==> src/rtl/cfgdec_pkg.sv <==
package cfgdec_pkg;
  localparam int WORD_W = 32;
  localparam int LEN_W  = 8;
  localparam logic [WORD_W-1:0] SYNC_WORD   = 32'h5A5A_C3C3;
  localparam logic [WORD_W-1:0] DESYNC_WORD = 32'h0D0D_F00D;
  localparam logic [WORD_W-1:0] ID_CODE     = 32'h0C1B_2011;
  localparam logic [7:0] OP_LOAD    = 8'h01;
  localparam logic [7:0] OP_IDCODE  = 8'h02;
  localparam logic [7:0] OP_CAPTURE = 8'h03;
  localparam logic [7:0] OP_RDBACK  = 8'h04;

  typedef enum logic [1:0] {
    ST_IDLE    = 2'd0,
    ST_CMD     = 2'd1,
    ST_PAYLOAD = 2'd2
  } pstate_e;
endpackage

==> src/rtl/cfgdec_parser.sv <==
module cfgdec_parser
  import cfgdec_pkg::*;
#(
  parameter int NUM_REGIONS = 2,
  parameter int NUM_MODULES = 4,
  parameter int RID_W = 1,
  parameter int MOD_W = 2
) (
  input  logic              clk,
  input  logic              rst_n,
  input  logic              word_fire,
  input  logic [WORD_W-1:0] word,
  output logic              busy,
  output logic              commit,
  output logic [RID_W-1:0]  commit_region,
  output logic [MOD_W-1:0]  commit_module,
  output logic              capture,
  output logic              push,
  output logic              push_is_id
);
  localparam logic [7:0] NR8 = 8'(NUM_REGIONS);
  localparam logic [7:0] NM8 = 8'(NUM_MODULES);

  pstate_e          state;
  logic [LEN_W:0]   cnt;
  logic [LEN_W-1:0] hdr_len;
  logic [RID_W-1:0] hdr_reg;
  logic [MOD_W-1:0] hdr_mod;
  logic             hdr_bad;

  logic [7:0] f_op, f_reg, f_mod;
  logic       is_sync, is_desync, in_cmd;

  assign f_op      = word[31:24];
  assign f_reg     = word[23:16];
  assign f_mod     = word[15:8];
  assign is_sync   = (word == SYNC_WORD);
  assign is_desync = (word == DESYNC_WORD);
  assign in_cmd    = word_fire && (state == ST_CMD) && !is_desync;

  always_ff @(posedge clk) begin
    if (!rst_n) begin
      state   <= ST_IDLE;
      cnt     <= '0;
      hdr_len <= '0;
      hdr_reg <= '0;
      hdr_mod <= '0;
      hdr_bad <= 1'b0;
    end else if (word_fire) begin
      case (state)
        ST_IDLE: if (is_sync) state <= ST_CMD;
        ST_CMD: begin
          if (is_desync) begin
            state <= ST_IDLE;
          end else if (f_op == OP_LOAD) begin
            state   <= ST_PAYLOAD;
            cnt     <= '0;
            hdr_len <= word[LEN_W-1:0];
            hdr_reg <= f_reg[RID_W-1:0];
            hdr_mod <= f_mod[MOD_W-1:0];
            hdr_bad <= (f_reg >= NR8) || (f_mod >= NM8);
          end
        end
        ST_PAYLOAD: begin
          if (is_desync) state <= ST_IDLE;
          else if (cnt != '1) cnt <= cnt + 1'b1;
        end
        default: state <= ST_IDLE;
      endcase
    end
  end

  assign busy          = (state != ST_IDLE);
  assign commit        = word_fire && (state == ST_PAYLOAD) && is_desync &&
                         (cnt == {1'b0, hdr_len}) && !hdr_bad;
  assign commit_region = hdr_reg;
  assign commit_module = hdr_mod;
  assign capture       = in_cmd && (f_op == OP_CAPTURE);
  assign push_is_id    = (f_op == OP_IDCODE);
  assign push          = in_cmd && ((f_op == OP_IDCODE) || (f_op == OP_RDBACK));
endmodule

==> src/rtl/cfgdec_selbank.sv <==
module cfgdec_selbank #(
  parameter int NUM_REGIONS = 2,
  parameter int RID_W = 1,
  parameter int MOD_W = 2
) (
  input  logic                         clk,
  input  logic                         rst_n,
  input  logic                         commit,
  input  logic [RID_W-1:0]             commit_region,
  input  logic [MOD_W-1:0]             commit_module,
  input  logic                         capture,
  output logic [NUM_REGIONS*MOD_W-1:0] sel_flat,
  output logic [NUM_REGIONS*MOD_W-1:0] snap_flat,
  output logic                         swap_valid,
  output logic [RID_W-1:0]             swap_region,
  output logic [MOD_W-1:0]             swap_module
);
  for (genvar r = 0; r < NUM_REGIONS; r++) begin : g_region
    logic [MOD_W-1:0] sel_q;
    always_ff @(posedge clk) begin
      if (!rst_n) sel_q <= '0;
      else if (commit && (commit_region == RID_W'(r))) sel_q <= commit_module;
    end
    assign sel_flat[r*MOD_W +: MOD_W] = sel_q;
  end

  always_ff @(posedge clk) begin
    if (!rst_n) begin
      snap_flat   <= '0;
      swap_valid  <= 1'b0;
      swap_region <= '0;
      swap_module <= '0;
    end else begin
      if (capture) snap_flat <= sel_flat;
      swap_valid <= commit;
      if (commit) begin
        swap_region <= commit_region;
        swap_module <= commit_module;
      end
    end
  end
endmodule

==> src/rtl/cfgdec_rbslot.sv <==
module cfgdec_rbslot #(
  parameter int WIDTH = 32
) (
  input  logic             clk,
  input  logic             rst_n,
  input  logic             push,
  input  logic [WIDTH-1:0] push_data,
  output logic             slot_free,
  output logic             rb_valid,
  input  logic             rb_ready,
  output logic [WIDTH-1:0] rb_data
);
  always_ff @(posedge clk) begin
    if (!rst_n) begin
      rb_valid <= 1'b0;
      rb_data  <= '0;
    end else if (push) begin
      rb_valid <= 1'b1;
      rb_data  <= push_data;
    end else if (rb_ready) begin
      rb_valid <= 1'b0;
    end
  end
  assign slot_free = !rb_valid;
endmodule

==> src/rtl/cfgdec_isolate.sv <==
module cfgdec_isolate #(
  parameter int WIDTH = 16
) (
  input  logic             corrupt,
  input  logic [WIDTH-1:0] din,
  output logic [WIDTH-1:0] dout
);
  for (genvar i = 0; i < WIDTH; i++) begin : g_bit
    assign dout[i] = corrupt ? 1'((i % 2) == 1) : din[i];
  end
endmodule

==> src/rtl/cfg_port_decoder.sv <==
module cfg_port_decoder
  import cfgdec_pkg::*;
#(
  parameter int NUM_REGIONS = 2,
  parameter int NUM_MODULES = 4,
  parameter int OUT_W = 16,
  localparam int RID_W = (NUM_REGIONS > 1) ? $clog2(NUM_REGIONS) : 1,
  localparam int MOD_W = (NUM_MODULES > 1) ? $clog2(NUM_MODULES) : 1
) (
  input  logic                         clk,
  input  logic                         rst_n,
  input  logic                         cfg_valid,
  output logic                         cfg_ready,
  input  logic [WORD_W-1:0]            cfg_data,
  output logic                         rb_valid,
  input  logic                         rb_ready,
  output logic [WORD_W-1:0]            rb_data,
  output logic                         reconfiguring,
  output logic [NUM_REGIONS*MOD_W-1:0] active_sel,
  output logic                         swap_valid,
  output logic [RID_W-1:0]             swap_region,
  output logic [MOD_W-1:0]             swap_module,
  input  logic [NUM_REGIONS*OUT_W-1:0] rr_din,
  output logic [NUM_REGIONS*OUT_W-1:0] st_dout
);
  logic                         word_fire, commit, capture, push, push_is_id;
  logic [RID_W-1:0]             commit_region;
  logic [MOD_W-1:0]             commit_module;
  logic [NUM_REGIONS*MOD_W-1:0] snap_flat;
  logic [WORD_W-1:0]            push_data;
  logic                         slot_free;

  assign cfg_ready = slot_free;
  assign word_fire = cfg_valid && cfg_ready;
  assign push_data = push_is_id ? ID_CODE : WORD_W'(snap_flat);

  cfgdec_parser #(
    .NUM_REGIONS(NUM_REGIONS), .NUM_MODULES(NUM_MODULES),
    .RID_W(RID_W), .MOD_W(MOD_W)
  ) u_parser (
    .clk(clk), .rst_n(rst_n), .word_fire(word_fire), .word(cfg_data),
    .busy(reconfiguring), .commit(commit), .commit_region(commit_region),
    .commit_module(commit_module), .capture(capture), .push(push),
    .push_is_id(push_is_id)
  );

  cfgdec_selbank #(
    .NUM_REGIONS(NUM_REGIONS), .RID_W(RID_W), .MOD_W(MOD_W)
  ) u_selbank (
    .clk(clk), .rst_n(rst_n), .commit(commit), .commit_region(commit_region),
    .commit_module(commit_module), .capture(capture), .sel_flat(active_sel),
    .snap_flat(snap_flat), .swap_valid(swap_valid), .swap_region(swap_region),
    .swap_module(swap_module)
  );

  cfgdec_rbslot #(.WIDTH(WORD_W)) u_rbslot (
    .clk(clk), .rst_n(rst_n), .push(push), .push_data(push_data),
    .slot_free(slot_free), .rb_valid(rb_valid), .rb_ready(rb_ready),
    .rb_data(rb_data)
  );

  cfgdec_isolate #(.WIDTH(NUM_REGIONS*OUT_W)) u_isolate (
    .corrupt(reconfiguring), .din(rr_din), .dout(st_dout)
  );
endmodule

==> config.mk <==
export PLATFORM = sky130hd
export DESIGN_NAME = cfg_port_decoder
export DESIGN_NICKNAME = d
export VERILOG_FILES = /design/src/rtl/cfgdec_pkg.sv /design/src/rtl/cfgdec_parser.sv /design/src/rtl/cfgdec_selbank.sv /design/src/rtl/cfgdec_rbslot.sv /design/src/rtl/cfgdec_isolate.sv /design/src/rtl/cfg_port_decoder.sv
export SDC_FILE = /design/constraint.sdc
export NUM_CORES = 1
export LEC_CHECK = 0
export CORE_MARGIN = 1
export CORE_UTILIZATION = 43
export CTS_CLUSTER_DIAMETER = 80
export DETAILED_ROUTE_END_ITERATION = 7
export PLACE_DENSITY = 0.87
export REMOVE_ABC_BUFFERS = 1
export SYNTH_ARGS = -nofsm -noshare
export SYNTH_HDL_FRONTEND = slang
export SYNTH_SLANG_ARGS = --single-unit
==> constraint.sdc <==
create_clock -name clk -period 5.33 [get_ports clk]
set_input_delay 1.3325 -clock clk [delete_from_list [all_inputs] [get_ports clk]]
set_output_delay 1.3325 -clock clk [all_outputs]
set_load 0.03 [all_outputs]
# Yosys cells after proc, flatten, opt, wreduce, memory -nomap -nowiden
# Index checks and enable logic that the tools add are counted.
word_totals:
  reg_bits: 68
  inputBits: 68
  output_inout_bits: 75
op_classes:
  n_addsub: 1
  order_cmp: 2
  n_eq_ne: 17
  mux: 45
  bitwise: 2
  n_reduce_logical: 23
op_table:
  columns: ["cell", "n"]
  rows:
  - ["two-way mux 9 bit", 4]
  - ["two-way mux 1 bit", 34]
  - ["equality test 32 x 28 -> 1 bit (second input constant)", 1]
  - ["equality test 32 x 31 -> 1 bit (second input constant)", 1]
  - ["two-way mux 28 bit", 1]
  - ["case mux 9 bit (2 select lines)", 1]
  - ["equality test 8 x 2 -> 1 bit (second input constant)", 2]
  - ["logical AND 1 bit", 11]
  - ["adder 9 x 1 -> 9 bit (second input constant)", 1]
  - ["equality test 9 x 8 -> 1 bit", 1]
  - ["inequality test 9 bit (second input constant)", 1]
  - ["equality test 8 x 1 -> 1 bit (second input constant)", 1]
  - ["equality test 8 x 3 -> 1 bit (second input constant)", 1]
  - [">= comparator 8 x 2 -> 1 bit (second input constant)", 1]
  - [">= comparator 8 x 3 -> 1 bit (second input constant)", 1]
  - ["two-way mux 2 bit", 4]
  - ["AND reduction 4 bit", 2]
  - ["inequality test 2 x 1 -> 1 bit (second input constant)", 3]
  - ["inequality test 2 bit (second input constant)", 3]
  - ["case mux 2 bit (3 select lines)", 1]
  - ["AND reduction 6 bit", 1]
  - ["nonzero test 2 bit", 3]
  - ["logical NOT 1 bit", 3]
  - ["inequality test 3 x 2 -> 1 bit (second input constant)", 1]
  - ["other kinds (5)", 7]

# Longest topological paths before layout
# Gate-level depths: netlist of run 1.
logic_depth:
  word_depth: 7
  mapped_depth: 8

# Cells and area by module
# Synthesis of run 1 repeated with hierarchy kept, for this count alone.
hier_totals:
  hier_cells: 346
  hier_area_um2: 3443.3
modules_own_cells:
  columns: ["module", "n_inst", "cells_per_inst", "area_per_inst_um2", "seq_area_each_um2"]
  rows:
  - ["cfgdec_parser", 1, 157, 1436.4, 460.4]
  - ["cfgdec_rbslot", 1, 107, 1281.2, 660.6]
  - ["cfgdec_selbank", 1, 41, 452.9, 240.2]
  - ["cfgdec_isolate", 1, 35, 230.2, 0.0]
  - ["cfg_port_decoder", 1, 6, 42.5, 0.0]

# Least setup slack after synthesis of run 1
# OpenSTA, ideal clock, no wires.
synth_path:
  path_type: "input to register"
  startpoint: "in cfg_data[10]"
  endpoint: "reg u_selbank.g_region[0].sel_q[0]"
  setup_time_ns: 0.125
  arrival_ns: 3.248
  t_required_ns: 5.205
  slack_ns: 1.957
  stages: 7
  n_path_buf: 2
  cell_sequence: "or4_1 -> or4_1 -> buf_2 -> or3_1 -> clkbuf_2 -> o31ai_1 -> a21oi_1"
synth_between:
  elab_chain_cells: 5
synth_lines:
  columns: ["element", "line", "source"]
  rows:
  - ["from (decl)", "cfg_port_decoder.sv:14", "input logic [WORD_W-1:0] cfg_data,"]
  - ["equality test 32 x 28 -> 1 bit", "cfgdec_parser.sv:38", "assign is_desync = (word == DESYNC_WORD);"]
  - ["logical AND 1 bit (2 in a row)", "cfgdec_parser.sv:74", "assign commit = word_fire && (state == ST_PAYLOAD) && is_desync &&"]
  - ["logical AND 1 bit", "cfgdec_parser.sv:75", "(cnt == {1'b0, hdr_len}) && !hdr_bad;"]
  - ["logical AND 1 bit", "cfgdec_selbank.sv:22", "else if (commit && (commit_region == RID_W'(r))) sel_q <= commit_module;"]
  - ["to (signal assigned)", "cfgdec_selbank.sv:22", null]
  - ["to (decl)", "cfgdec_selbank.sv:19", "logic [MOD_W-1:0] sel_q;"]
# No other way between the ends.
# A chain may end at the register's enable or synchronous reset.

# Worst setup path after layout of run 1
layout_path:
  startpoint: "in rr_din[1]"
  endpoint: "out st_dout[1]"
layout_between:
  elab_chain_cells: 1
layout_lines:
  columns: ["element", "line", "source"]
  rows:
  - ["from (decl)", "cfg_port_decoder.sv:23", "input logic [NUM_REGIONS*OUT_W-1:0] rr_din,"]
  - ["two-way mux 1 bit", "cfgdec_isolate.sv:9", "assign dout[i] = corrupt ? 1'((i % 2) == 1) : din[i];"]
  - ["to (decl)", "cfg_port_decoder.sv:24", "output logic [NUM_REGIONS*OUT_W-1:0] st_dout"]
# No other way between the ends.

==> results.md, run 1 <==
- CTS sink count: 41
- Crit path kind: in -> out
- YS warnings: 0
- TNS Setup: 0 ns
- Chip Height: 80.7 µm
- Clock latency on the worst-skew pair: 0.30 ns
- Total power: 0.000718 W
- H-tree depth: 2
- Hold-fix buffers at CTS: 0
- Placer congestion estimate: 0.893
- Peak supply drop: 0.000185 V
- Root Driver: clkbuf_8
- Final hold vios: 0
- Largest net degree at the start of global routing: 36
- Power Dens Cells: 184 nW/µm²
- WP buf/inv: 2
- Worst Path Max Fanout: 1
- Wire per inst: 16.1 µm
- Yosys reg bits: 41
- Critical-path cell list: clkdlybuf4s50_1 -> nand2b_1 -> clkdlybuf4s50_1
- Core area: 5960 µm²
- Clk_skew: 0.0143 ns
- Synth area leader: dfxtp_1
- Worst hold slack: 0.480 ns
- Synth Instances: 321
- Row count: 28
- Post-DP HPWL: 6.25 mm
- Final min period: 3.98 ns
- Worst path max stage delay: 0.74 ns
- DRC viols: 0
- Antenna-violating nets left: 0
- Fin crit share: 0.746
- Pre-CTS WS: 1.31 ns
- Clk buf depth: 2
- Nets@finish: 501
- Final WL: 8.13 mm
- Unrepaired setup endpoints after global routing: no
- Final antenna diode count: 0
- Worst path slowest cell: clkdlybuf4s50_1
- Per-instance average area after synthesis: 8.29 µm²
- Filler cells: 498
- 1st-pass router iterations: 4
- Initial antenna violation count: 0
- Outcome: finished, final reports clean
- Endpoint class of the critical path: output port
- Sequential area share after synthesis: 0.308
- Share of layout cells above drive strength 1: 0.0466
- Initial Util: 0.447
- Most frequent cell on the critical path: clkdlybuf4s50_1
- Die ar.: 6510 µm²
- PostCTS Resize Cnt: 0
- Worst-Margin Slew: 1.02 ns
- Setup repair bufs after CTS: 0
- Peak Freq: 252 MHz
- Via count: 2713
- Synth area leaders: dfxtp_1 31%, mux2i_1 8.3%, buf_4 7.6%
- Hold crit path type: reg -> reg
- IO Port Bufs: 122
- Remaining Overflow, GRT: 0
- Synth-to-layout area growth: 46.7%
- Vias per inst: 5.38
- Die width: 80.7 µm
- Cell Area, Synth: 2660 µm²
- Synth cell types: 49
- Vias in the first global route: 2493
- Placed cells: 496
- Max_cap viols: 0
- WP data required: 4.00 ns
- Cts bufs inserted: 5
- Slew margin rel.: 0.320
- Delay-heaviest family, CP: buffers and inverters
- DRT iter0 DRCs: 178
- Startpoint types: input port
- CTS tree: yes
- Global-route wire length before repair: 12.2 mm
- Lkg Pwr: 1.40 nW
- I/O Pins: 143
- GRT Resource Usage Total: 0.245
- Arrival time at the worst endpoint: 2.64 ns
- Final number of setup-violating endpoints: 0
- Worst-path clk slew: 0.08 ns
- Post-synth top area share: 0.308
- Fin cells: 504
- Final worst setup slack: 1.35 ns
- Slew Limit Fails: 0
[cell usage in the layout, fill, tap and decap left out, types with 2 or more instances in the layout]
| master | n |
|---|---|
| nor3_1 | 8 |
| conb_1 | 20 |
| o22ai_1 | 5 |
| nand4_1 | 8 |
| nor4_1 | 8 |
| o21ai_0 | 6 |
| nand4b_1 | 5 |
| ha_1 | 5 |
| dfxtp_1 | 41 |
| nor4b_1 | 3 |
| clkdlybuf4s50_1 | 122 |
| o31ai_1 | 6 |
| nand2_1 | 22 |
| nor2_1 | 21 |
| mux2i_1 | 22 |
| and4_1 | 2 |
| nor2b_1 | 6 |
| nand2b_1 | 17 |
| or3_1 | 2 |
| clkbuf_8 | 5 |
| xor2_1 | 9 |
| or2_2 | 3 |
| a21oi_1 | 12 |
| and2_1 | 19 |
| or4_1 | 6 |
| nor4bb_1 | 2 |
| and3_1 | 2 |
| a31oi_1 | 2 |
| nand3_1 | 10 |
| inv_1 | 9 |
[stage by stage]
| step | utilization | cell area (µm²) |
|---|---|---|
| 4_1_cts | 0.655 | 3900 |
| 3_5_place_dp | 0.637 | 3790 |
| 5_1_grt | 0.655 | 3900 |
| 2_1_floorplan | - | 2470 |
| 3_3_place_gp | 0.637 | 3790 |
| 6_report | 0.655 | 3900 |
[per-layer routing]
metal / track usage / up-vias / wire length, µm
met3: 0.0443 / 7 / 704
met5: 0 / - / 0
met4: 0.0536 / 0 / 71
met2: 0.433 / 134 / 3940
li1: - / 1305 / -
met1: 0.307 / 1267 / 3420
[path summary, 6_finish.rpt]
| check | from | to | slack (ns) | cells after the start |
|---|---|---|---|---|
| setup reg to reg | u_parser.state[1]$_SDFFE_PN0P_ | u_rbslot.rb_data[0]$_SDFFE_PN0P_ | 3.16 | 7 |
| hold reg to reg | u_selbank.swap_module[1]$_SDFFE_PN0P_ | u_selbank.swap_module[1]$_SDFFE_PN0P_ | 0.48 | 2 |
| setup / recovery | rr_din[1] | st_dout[1] | 1.35 | 3 |
| hold / removal | u_selbank.swap_module[1]$_SDFFE_PN0P_ | u_selbank.swap_module[1]$_SDFFE_PN0P_ | 0.48 | 2 |
[worst reg2reg max path: stages, from the launching register on]
cell,delay [ns]
dfxtp_1,0.34
inv_1,0.08
ha_1,0.23
nand3b_1,0.11
nor4_1,0.58
a21boi_0,0.47
o21ai_0,0.14
a21oi_1,0.16
[where the power goes]
| part | internal, W | switching [W] | total (W) |
|---|---|---|---|
| Combinational | 0.0000753 | 0.0000820 | 0.000157 |
| Clock | 0.000141 | 0.000114 | 0.000255 |
| Sequential | 0.000306 | 0.00000000000000394 | 0.000306 |
[cell families after synthesis]
logic type,count (synthesis),synth area share
buffers and inverters,52,0.113
xor gates and xnor gates,9,0.0296
and+or+nand+nor,149,0.325
other,1,0.00141
muxes,23,0.0870
adders and majority gates,5,0.0235
DFF,41,0.308
AOI/OAI and AO/OA,41,0.112
[cells in the mapped netlist, drive strengths merged]
cell     instances
nand4b           5
o211a            1
a21oi           12
and4bb           1
ha               5
nand3           10
nand2b          17
inv             10
and4b            1
and4             2
or2              3
mux2             1
o311ai           1
nand2           22
o31ai            7
nor4b            3
nor3             8
or3              2
buf             29
dfxtp           41
a21boi           1
nor2            21
a2bb2oi          1
or4              7
nor3b            1
o22ai            5
and3             2
nand4            8
nand3b           1
o21ai            6
a311oi           1
o211ai           1
o41ai            1
nor4bb           2
and2            19
xor2             9
a211oi           1
nor2b            6
clkbuf          13
mux2i           22
conb             1
o221a            1
nor4             8
a31oi            2
[state kept, by name, indices dropped and copies added, names as in the netlist, 2 cells and up]
name / cells
u_parser.cnt: 9
u_parser.hdr_len: 8
u_rbslot.rb_data: 5
u_selbank.g_region.sel_q: 4
u_selbank.snap_flat: 4
u_parser.commit_module: 2
u_parser.state: 2
u_selbank.swap_module: 2
[layout make-up]
cell class,count,area [µm²],share of cell area
multi-input combinational,247,1610,0.413
clock buffer,6,72.6,0.0186
clock inverter,2,38.8,0.00994
inverter,10,37.5,0.00962
tap,75,93.8,0.0240
sequential,41,821,0.210
timing repair buffer,123,1230,0.315
No activity file was read; power rests on OpenSTA's default activity.
==> inputs of run 2 (changes only) <==
Settings changed: CORE_UTILIZATION 43 to 40, PLACE_DENSITY 0.87 to 0.82.
Clock period 5.33 ns to 3.7 ns, I/O delays scaled along.
==> results.md, run 2 (same netlist as run 1, synthesis figures left out) <==
- GRT Resource Usage Total: 0.232
- Largest registers: u_parser.cnt (9), u_parser.hdr_len (8), u_rbslot.rb_data (5)
- Slew margin rel.: 0.502
- Final hold vios: 0
- Unrepaired setup endpoints after global routing: no
- Clock latency on the worst-skew pair: 0.29 ns
- Cts bufs inserted: 5
- Part of the power in registers: 0.433
- Worst hold slack: 0.476 ns
- Placer congestion estimate: 0.888
- Sw Pwr: 0.000269 W
- CTS sink count: 41
- Nets@finish: 509
- Root Driver: clkbuf_8
- Synth-to-layout area growth: 48.8%
- Filler cells: 556
- Switch share: 0.264
- Die width: 83.6 µm
- DRT iter0 DRCs: 118
- Largest register FFs: 9
- Startpoint types: input port
- Internal power: 0.000749 W
- Final antenna diode count: 0
- Share of layout cells above drive strength 1: 0.0642
- Largest register by flop count: u_parser.cnt
- Antenna-violating nets left: 0
- PostCTS Resize Cnt: 0
- Wire per inst: 15.7 µm
- Combinational Power Share: 0.226
- Clock group share of total power: 0.341
- Via count: 2743
- Fin cells: 513
- Worst-path clk slew: 0.07 ns
- Chip Height: 83.6 µm
- TNS Setup: 0 ns
- 1st-pass router iterations: 5
- Power Dens Cells: 257 nW/µm²
- Endpoint class of the critical path: register
- Slew Limit Fails: 0
- IO Port Bufs: 122
- Total power: 0.00102 W
- Commonest non-fill, non-tap cell in the layout: clkdlybuf4s50_1
- Clk buf depth: 2
- Initial Util: 0.417
- Worst-Margin Slew: 0.744 ns
- Clk_skew: 0.00408 ns
- Global-route wire length before repair: 13.2 mm
- Initial antenna violation count: 0
- Vias in the first global route: 2553
- Final min period: 3.29 ns
- Peak supply drop: 0.000211 V
- Outcome: finished, final reports clean
- Remaining Overflow, GRT: 0
- WP data required: 3.87 ns
- Crit path kind: in -> reg
- Lkg Pwr: 1.44 nW
- Placed cells: 506
- Final number of setup-violating endpoints: 0
- Vias per inst: 5.35
- Worst Path Max Fanout: 8
- Final WL: 8.04 mm
- H-tree depth: 2
- CTS tree: yes
- Post-DP HPWL: 6.36 mm
- Pre-CTS WS: 0.121 ns
- Fin crit share: 0.890
- I/O Pins: 143
- Hold crit path type: reg -> reg
- Peak Freq: 304 MHz
- Final worst setup slack: 0.408 ns
- Row count: 29
- Core area: 6390 µm²
- Hold-fix buffers at CTS: 0
- Largest net degree at the start of global routing: 28
- Max_cap viols: 0
- Most frequent cells in the layout: 122 x clkdlybuf4s50_1, 41 x dfxtp_1, 22 x nand2_1, 22 x mux2i_1, 21 x nor2_1
- Die ar.: 6980 µm²
- Setup repair bufs after CTS: 0
- Arrival time at the worst endpoint: 3.46 ns
- DRC viols: 0
==> run 2: worst max-delay path, stage by stage <==
cell,delay [ns]
clkdlybuf4s50_1,0.41
or4_1,0.52
or4_1,0.66
or3_1,0.53
o31ai_1,0.32
a21oi_1,0.10
==> run 2: final cells by class <==
type | instances | area, µm² | share of cell area
clock buffers | 5 | 68.8 | 0.0174
clock inverters | 2 | 35.0 | 0.00885
inverters | 10 | 37.5 | 0.00948
multi-input cells | 247 | 1610 | 0.407
flip-flops and latches | 41 | 821 | 0.207
well taps | 77 | 96.3 | 0.0243
repair buffers | 131 | 1290 | 0.326
==> run 2: worst paths after layout <==
path                                         startpoint                                     endpoint  slack [ns]  depth (start not counted)
setup / recovery                           cfg_data[10]  u_selbank.g_region[0].sel_q[0]$_SDFFE_PN0P_        0.41                          6
hold / removal    u_selbank.swap_module[1]$_SDFFE_PN0P_        u_selbank.swap_module[1]$_SDFFE_PN0P_        0.48                          2
setup reg to reg         u_parser.state[0]$_SDFFE_PN0P_  u_selbank.g_region[0].sel_q[0]$_SDFFE_PN0P_        1.66                          7
hold reg to reg   u_selbank.swap_module[1]$_SDFFE_PN0P_        u_selbank.swap_module[1]$_SDFFE_PN0P_        0.48                          2
==> run 2: metal layers <==
metal,vias to the layer above,routed length (µm),global-route usage
met5,-,0,0
met4,0,110,0.0663
met3,8,520,0.0336
met2,136,3880,0.392
met1,1273,3530,0.308
li1,1326,-,-
==> run 2: per-stage QoR <==
step / util / cell area [µm²]
after CTS: 0.620 / 3960
after global routing: 0.620 / 3960
after global placement: 0.604 / 3850
final: 0.620 / 3960
after floorplan: - / 2470
after detailed placement: 0.604 / 3850
==> run 2: power by group through the flow <==
| stage | combinational (W) | clock (W) | sequential, W |
|---|---|---|---|
| after floorplan | 0.0000949 | 0 | 0.000451 |
| after global placement | 0.000229 | 0 | 0.000451 |
| after detailed placement | 0.000229 | 0 | 0.000451 |
| after CTS | 0.000231 | 0.000352 | 0.000441 |
| after global routing | 0.000242 | 0.000373 | 0.000441 |
| final | 0.000230 | 0.000347 | 0.000441 |
